**config.mk**
```make
export PLATFORM = sky130hd
export DESIGN_NAME = ivc_top
export DESIGN_NICKNAME = d
export VERILOG_FILES = /design/src/rtl/ivc_pkg.sv /design/src/rtl/ivc_regs.sv /design/src/rtl/ivc_arbiter.sv /design/src/rtl/ivc_top.sv
export SDC_FILE = /design/constraint.sdc
export NUM_CORES = 1
export LEC_CHECK = 0
export ABC_AREA = 0
export ABC_CLOCK_PERIOD_IN_PS = 1700
export BUFFER_PORTS_ARGS = -buffer_cell sky130_fd_sc_hd__clkbuf_2
export CORE_UTILIZATION = 33
export CTS_CLUSTER_DIAMETER = 80
export DETAILED_ROUTE_END_ITERATION = 8
export SLEW_MARGIN = 5
export SYNTH_ARGS = -nofsm -noshare
export SYNTH_HDL_FRONTEND = slang
export SYNTH_SLANG_ARGS = --single-unit
```
**constraint.sdc**
```tcl
create_clock -name clk -period 1.7 [get_ports clk]
set_input_delay 0.17 -clock clk [delete_from_list [all_inputs] [get_ports clk]]
set_output_delay 0.17 -clock clk [all_outputs]
set_load 0.02 [all_outputs]
```
**src/rtl/ivc_pkg.sv**
```systemverilog
package ivc_pkg;
    localparam int CAUSES = 4;

    typedef enum logic [1:0] {
        CA_READY = 2'd0,
        CA_PERR  = 2'd1,
        CA_EOT   = 2'd2,
        CA_EMPTY = 2'd3
    } cause_e;

    typedef enum logic [2:0] {
        RA_STATUS = 3'd0,
        RA_MASK   = 3'd1,
        RA_BASE   = 3'd2,
        RA_ROT    = 3'd3,
        RA_TEST   = 3'd4,
        RA_PCLR   = 3'd5
    } regaddr_e;
endpackage

```
**src/rtl/ivc_regs.sv**
```systemverilog
module ivc_regs
    import ivc_pkg::*;
#(
    parameter int NCH = 3,
    parameter int DW  = 12,
    parameter int VW  = 8,
    localparam int NSRC = NCH * CAUSES
) (
    input  logic            clk,
    input  logic            rst_n,
    input  logic [NCH-1:0]  ev_ready,
    input  logic [NCH-1:0]  ev_perr,
    input  logic [NCH-1:0]  ev_eot,
    input  logic [NCH-1:0]  ev_empty,
    input  logic            wr_en,
    input  logic [2:0]      addr,
    input  logic [DW-1:0]   wdata,
    output logic [DW-1:0]   rdata,
    output logic [NSRC-1:0] status_o,
    output logic [NSRC-1:0] mask_o,
    output logic [VW-5:0]   base_hi_o,
    output logic            base_set_o,
    output logic [1:0]      rot_o
);
    function automatic logic [NSRC-1:0] perr_positions();
        logic [NSRC-1:0] p;
        p = '0;
        for (int c = 0; c < NCH; c++) p[c*CAUSES + int'(CA_PERR)] = 1'b1;
        return p;
    endfunction

    localparam logic [NSRC-1:0] PERR_POS = perr_positions();

    typedef struct packed {
        logic [NSRC-1:0] status;
        logic [NSRC-1:0] mask;
        logic [VW-5:0]   base_hi;
        logic            base_set;
        logic [1:0]      rot;
        logic            test;
    } regs_s;

    regs_s r_d, r_q;
    logic [NSRC-1:0] set_v, clr_v;

    always_comb begin
        r_d   = r_q;
        set_v = '0;
        clr_v = '0;
        for (int c = 0; c < NCH; c++) begin
            set_v[c*CAUSES + int'(CA_READY)] = ev_ready[c];
            set_v[c*CAUSES + int'(CA_PERR)]  = ev_perr[c] & r_q.test;
            set_v[c*CAUSES + int'(CA_EOT)]   = ev_eot[c];
            set_v[c*CAUSES + int'(CA_EMPTY)] = ev_empty[c];
        end
        if (wr_en) begin
            case (regaddr_e'(addr))
                RA_STATUS: clr_v = wdata[NSRC-1:0] & ~PERR_POS;
                RA_PCLR:   clr_v = wdata[NSRC-1:0] & PERR_POS;
                RA_MASK:   r_d.mask = wdata[NSRC-1:0];
                RA_BASE: begin
                    r_d.base_hi  = wdata[VW-1:4];
                    r_d.base_set = 1'b1;
                end
                RA_ROT:    r_d.rot  = wdata[1:0];
                RA_TEST:   r_d.test = wdata[0];
                default: ;
            endcase
        end
        r_d.status = (r_q.status & ~clr_v) | set_v;
    end

    always_ff @(posedge clk) begin
        if (!rst_n) r_q <= '0;
        else        r_q <= r_d;
    end

    always_comb begin
        rdata = '0;
        case (regaddr_e'(addr))
            RA_STATUS: rdata[NSRC-1:0] = r_q.status;
            RA_MASK:   rdata[NSRC-1:0] = r_q.mask;
            RA_ROT:    rdata[1:0]      = r_q.rot;
            RA_TEST:   rdata[0]        = r_q.test;
            default: ;
        endcase
    end

    assign status_o   = r_q.status;
    assign mask_o     = r_q.mask;
    assign base_hi_o  = r_q.base_hi;
    assign base_set_o = r_q.base_set;
    assign rot_o      = r_q.rot;

    AST_PERR_NEEDS_TEST: assert property (@(posedge clk) disable iff (!rst_n)
        (|(r_q.status & PERR_POS & ~$past(r_q.status))) |-> $past(r_q.test));

    AST_PERR_HELD: assert property (@(posedge clk) disable iff (!rst_n)
        (|($past(r_q.status) & PERR_POS & ~r_q.status))
        |-> $past(wr_en && addr == 3'(RA_PCLR)));

    AST_STATUS_STICKY: assert property (@(posedge clk) disable iff (!rst_n)
        (|($past(r_q.status) & ~PERR_POS & ~r_q.status))
        |-> $past(wr_en && addr == 3'(RA_STATUS)));

    AST_BASE_FLAG: assert property (@(posedge clk) disable iff (!rst_n)
        $rose(r_q.base_set) |-> $past(wr_en && addr == 3'(RA_BASE)));
endmodule

```
**src/rtl/ivc_arbiter.sv**
```systemverilog
module ivc_arbiter
    import ivc_pkg::*;
#(
    parameter int NCH = 3,
    localparam int NSRC = NCH * CAUSES
) (
    input  logic            clk,
    input  logic            rst_n,
    input  logic [NSRC-1:0] pend,
    input  logic [1:0]      rot,
    output logic [NSRC-1:0] grant,
    output logic [3:0]      code
);
    function automatic logic [NSRC-1:0] perr_positions();
        logic [NSRC-1:0] p;
        p = '0;
        for (int c = 0; c < NCH; c++) p[c*CAUSES + int'(CA_PERR)] = 1'b1;
        return p;
    endfunction

    localparam logic [NSRC-1:0] PERR_POS = perr_positions();

    logic found;
    int   first;
    int   idx;

    always_comb begin
        grant = '0;
        code  = 4'hF;
        found = 1'b0;
        first = (int'(rot) < NCH) ? int'(rot) : 0;
        idx   = 0;
        // wrong parity, fixed channel order
        for (int c = 0; c < NCH; c++) begin
            if (!found && pend[c*CAUSES + int'(CA_PERR)]) begin
                found = 1'b1;
                grant[c*CAUSES + int'(CA_PERR)] = 1'b1;
                code  = {2'(c), CA_PERR};
            end
        end
        // data ready, rotated channel order
        for (int k = 0; k < NCH; k++) begin
            idx = first + k;
            if (idx >= NCH) idx = idx - NCH;
            if (!found && pend[idx*CAUSES + int'(CA_READY)]) begin
                found = 1'b1;
                grant[idx*CAUSES + int'(CA_READY)] = 1'b1;
                code  = {2'(idx), CA_READY};
            end
        end
        // end of transmission, fixed channel order
        for (int c = 0; c < NCH; c++) begin
            if (!found && pend[c*CAUSES + int'(CA_EOT)]) begin
                found = 1'b1;
                grant[c*CAUSES + int'(CA_EOT)] = 1'b1;
                code  = {2'(c), CA_EOT};
            end
        end
        // FIFO empty, fixed channel order
        for (int c = 0; c < NCH; c++) begin
            if (!found && pend[c*CAUSES + int'(CA_EMPTY)]) begin
                found = 1'b1;
                grant[c*CAUSES + int'(CA_EMPTY)] = 1'b1;
                code  = {2'(c), CA_EMPTY};
            end
        end
    end

    AST_GRANT_ONEHOT: assert property (@(posedge clk) disable iff (!rst_n)
        $onehot0(grant));

    AST_GRANT_PENDING: assert property (@(posedge clk) disable iff (!rst_n)
        (grant & ~pend) == '0);

    AST_PERR_FIRST: assert property (@(posedge clk) disable iff (!rst_n)
        (|(pend & PERR_POS)) |-> (|(grant & PERR_POS)));
endmodule

```
**src/rtl/ivc_top.sv**
```systemverilog
module ivc_top
    import ivc_pkg::*;
#(
    parameter int NCH = 3,
    parameter int DW  = 12,
    parameter int VW  = 8
) (
    input  logic           clk,
    input  logic           rst_n,
    input  logic [NCH-1:0] rx_ready_i,
    input  logic [NCH-1:0] rx_perr_i,
    input  logic [NCH-1:0] tx_eot_i,
    input  logic [NCH-1:0] tx_empty_i,
    input  logic           reg_wr_i,
    input  logic [2:0]     reg_addr_i,
    input  logic [DW-1:0]  reg_wdata_i,
    output logic [DW-1:0]  reg_rdata_o,
    output logic           irq_o,
    input  logic           iack_i,
    output logic [VW-1:0]  vector_o
);
    localparam int NSRC = NCH * CAUSES;
    localparam logic [VW-1:0] VEC_DEFAULT = VW'(8'h0F);

    logic [NSRC-1:0] status, mask, pend, grant;
    logic [VW-5:0]   base_hi;
    logic            base_set;
    logic [1:0]      rot;
    logic [3:0]      code;

    ivc_regs #(.NCH(NCH), .DW(DW), .VW(VW)) u_regs (
        .clk        (clk),
        .rst_n      (rst_n),
        .ev_ready   (rx_ready_i),
        .ev_perr    (rx_perr_i),
        .ev_eot     (tx_eot_i),
        .ev_empty   (tx_empty_i),
        .wr_en      (reg_wr_i),
        .addr       (reg_addr_i),
        .wdata      (reg_wdata_i),
        .rdata      (reg_rdata_o),
        .status_o   (status),
        .mask_o     (mask),
        .base_hi_o  (base_hi),
        .base_set_o (base_set),
        .rot_o      (rot)
    );

    assign pend = status & mask;

    ivc_arbiter #(.NCH(NCH)) u_arb (
        .clk   (clk),
        .rst_n (rst_n),
        .pend  (pend),
        .rot   (rot),
        .grant (grant),
        .code  (code)
    );

    typedef struct packed {
        logic [VW-1:0] vec;
    } ack_s;

    ack_s a_d, a_q;

    always_comb begin
        a_d = a_q;
        if (iack_i) begin
            a_d.vec = base_set ? {base_hi, code} : VEC_DEFAULT;
        end
    end

    always_ff @(posedge clk) begin
        if (!rst_n) a_q.vec <= VEC_DEFAULT;
        else        a_q     <= a_d;
    end

    assign vector_o = a_q.vec;
    assign irq_o    = |pend;

    AST_VEC_HOLD: assert property (@(posedge clk) disable iff (!rst_n)
        !$past(iack_i) |-> $stable(vector_o));

    AST_DEFAULT_VEC: assert property (@(posedge clk) disable iff (!rst_n)
        !base_set |-> (vector_o == VEC_DEFAULT));

    AST_ACK_HAS_CODE: assert property (@(posedge clk) disable iff (!rst_n)
        ($past(iack_i) && $past(irq_o) && $past(base_set)) |-> (vector_o[3:0] != 4'hF));
endmodule

```
==> flow_summary.yaml <==
clock_tree:
  tritoncts: "done"
  htreeDepth: 2
  clkTransAtPathRegs_ns: 0.08
  cts_buffers: 5
  root_buffer: "clkbuf_8"
  clock_path_buffers: 2
  clkSinkCount: 40
  clk_latency_ns: 0.29
global_route:
  grt_max_degree: 38
  antenna_found_initial: 0
  grt_pass1_vias: 2121
  globalRouteOverflowTotal: 0
  track_usage_pct: 17.9
  grt_pass1_wl_mm: 10.2
die:
  die_w_um: 83.9
  start_util_pct: 34.5
  row_count: 29
  die_y_um: 83.9
  dieArea_mm2: 0.00704
  io_pins: 52
  core_area_mm2: 0.00642
finish:
  nets: 374
  synthToLayoutAreaGrowth_pct: 30.6
  n_antenna_cell: 0
  drive_above_1_share_pct: 32.5
  fin_cells: 419
synthesis:
  yosys-top-cells-count: "nand2_1, dfxtp_1, nor2_1, a21boi_0"
  syn_nets: 304
  syn_area_per_cell_um2: 8.17
  yosysMostFrequentCell: "nand2_1"
  synth_edf_count: 0
  ys_types: 48
  ys_top_cells_by_area: "dfxtp_1, nand2_1, mux2i_1"
  ys_warn_count: 0
  synth_area_mm2: 0.00221
  ys.flop_type: "dfxtp_1"
  async_flop_share_pct: 0
  ys_seq_area_share_pct: 36.2
  ys_seq_elements: 40
  synthCells: 271
  synth_top_area_share_pct: 36.2
  yosys.area.top_type: "dfxtp_1"
timing:
  fin_tns_setup_ns: 0
  worst_pin_slew_ns: 0.476
  rsz0062_at_grt: "true"
  fin_crit_sh_pct: 97.2
  finClkSkew_ns: 0.00587
  fmax_ghz: 0.605
  layout_setup_ws_ns: 0.0482
  hold_viol: 0
  finalMaxSlewViolations: 0
  setup_viol: 0
  slew_headroom_pct: 68.2
  period_needed_ns: 1.65
drt:
  wirelength_mm: 6.11
  postRouteAntennaNets: 0
  vias: 2170
  routedWlPerCell_um: 14.6
  post_drt_via_cell_ratio: 5.18
  firstDrtPassIters: 4
  drt-initial-drc-count: 107
  drcViolationCount: 0
critical_path:
  critical-path-top-delay-family: "compound AO/OA/AOI/OAI gates"
  reg2reg_depth: 8
  ff2ff_setup_slack_ns: 0.05
  end_kind: "flop"
  slowest_delay_ns: 0.34
  startpoint: "u_regs.rot_o[0]"
  start_kind: "flop"
  path_depth: 8
  crit_required_ns: 1.93
  path_max_fanout: 7
  path_cells: "inv_2 -> ha_4 -> buf_6 -> nor3_1 -> o21ai_2 -> nand4_1 -> a211o_1 -> a21oi_2"
  critPathKind: "reg -> reg"
  cp-endpoint: "vector_o[3]"
  crit_buf_inv: 2
  critPathSlowestCell: "dfxtp_2"
  r2r_start: "u_regs.rot_o[0]"
  timing.rr.end: "vector_o[3]"
  worstPathArrival_ns: 1.88
power:
  p_sw_uw: 497
  pwr-share-seq_pct: 49.1
  peakVddDrop_mv: 0.358
  powerDensity_mw_per_mm2: 698
  finalPower_uw: 2020
  pwr-share-clk_pct: 38.2
  sw_frac_of_total_pct: 24.7
  leakage_uw: 0.00114
  p_int_uw: 1520
  comb_power_share_pct: 12.7
place:
  gp_congestion: 0.820
  hpwlAfterDp_mm: 4.45
  port_buffers: 51
  dp_cells: 407
  pre_cts_slack_ns: -0.0562
flow_run:
  drv_cap: 0
outcome:
  status: "finished clean"
hold_path:
  hold_path.class: "in -> reg"
-- cells by family (layout without fill, tap and decap cells) --
| group | Yosys count | count (layout) | share of synthesized area, % |
|---|---|---|---|
| AND/OR/NAND/NOR | 124 | 124 | 28.0 |
| multiplexers | 19 | 19 | 8.70 |
| adder cells (fa/ha/maj) | 2 | 2 | 1.13 |
| AO/OA/AOI/OAI | 69 | 69 | 22.3 |
| flip-flops | 40 | 40 | 36.2 |
| buffers and inverters | 17 | 88 | 3.67 |
-- through the flow --
stage / hold slack, ns / utilization, % / instance area (um2)
after global placement: 0.399 / 41.8 / 2690
after floorplan: 0.309 / - / 2230
after detailed placement: 0.405 / 41.8 / 2690
after global routing: 0.120 / 45.0 / 2890
after CTS: 0.106 / 44.2 / 2840
final: 0.108 / 45.0 / 2890
-- power groups by stage --
stage | Combinational [uW] | Sequential [uW] | Clock, uW
final | 257 | 991 | 770
after detailed placement | 245 | 1010 | 0
after CTS | 252 | 991 | 792
after floorplan | 139 | 1010 | 0
after global placement | 244 | 1010 | 0
after global routing | 282 | 995 | 819
-- worst register-to-register path, cell delays in order, from the launching register on --
cell and delay (ns):
dfxtp_2 0.34, inv_2 0.04, ha_4 0.28, buf_6 0.13
nor3_1 0.06, o21ai_2 0.17, nand4_1 0.14, a211o_1 0.33
a21oi_2 0.11
-- metal layers --
metal / track usage, % / share of wire, % / routed length [um] / vias up
met5: 0 / 0 / 0 / -
met4: 4.86 / 1.7 / 104 / 0
met3: 3.17 / 3.9 / 236 / 9
met2: 31.7 / 49 / 2970 / 55
met1: 22.3 / 46 / 2800 / 1015
li1: - / - / - / 1091
-- how the worst min path moves through the flow --
stage,from,end,slack [ns],depth (start not counted)
after floorplan,rx_ready_i[0],u_regs.status_o[0],0.31,2
after global placement,tx_empty_i[0],u_regs.status_o[3],0.40,3
after detailed placement,tx_empty_i[0],u_regs.status_o[3],0.41,3
after CTS,tx_empty_i[0],u_regs.status_o[3],0.11,3
after global routing,tx_eot_i[0],u_regs.status_o[2],0.12,3
final,tx_empty_i[0],u_regs.status_o[3],0.11,3
-- sequential cells by signal, summed over array words and instances, names as in the netlist --
register and count:
u_regs.mask_o 12, u_regs.base_hi_o 4, vector_o 8, u_regs.r_q 1, u_regs.base_set_o 1, u_regs.rot_o 2
u_regs.status_o 12
-- placed cells by master (no fill, tap or decap), types with 5 or more instances in the layout --
cell and count:
a21boi_0 19, a21oi_1 18, a22oi_1 5, buf_4 24, clkbuf_2 50, clkbuf_8 5
dfxtp_1 38, mux2i_1 17, nand2_1 48, nand2b_1 7, nand3_1 8, nor2_1 20
nor2b_1 18
-- timing repair --
item / in CTS / in global routing
setup endpoints to repair: 4 / 4
gates resized for setup: 4 / 14
pin swaps: 6 / 12
hold buffers: 0 / 0
setup buffers: 4 / 0
-- layout make-up --
class / count / area [um2]
clock buffer: 6 / 72.6
clock inverter: 2 / 35.0
fill: 657 / 3530
inverter: 3 / 11.3
multi-input combinational: 214 / 1410
sequential: 40 / 803
tap: 77 / 96.3
timing repair buffer: 77 / 467
(Power assumes the default switching activity.)
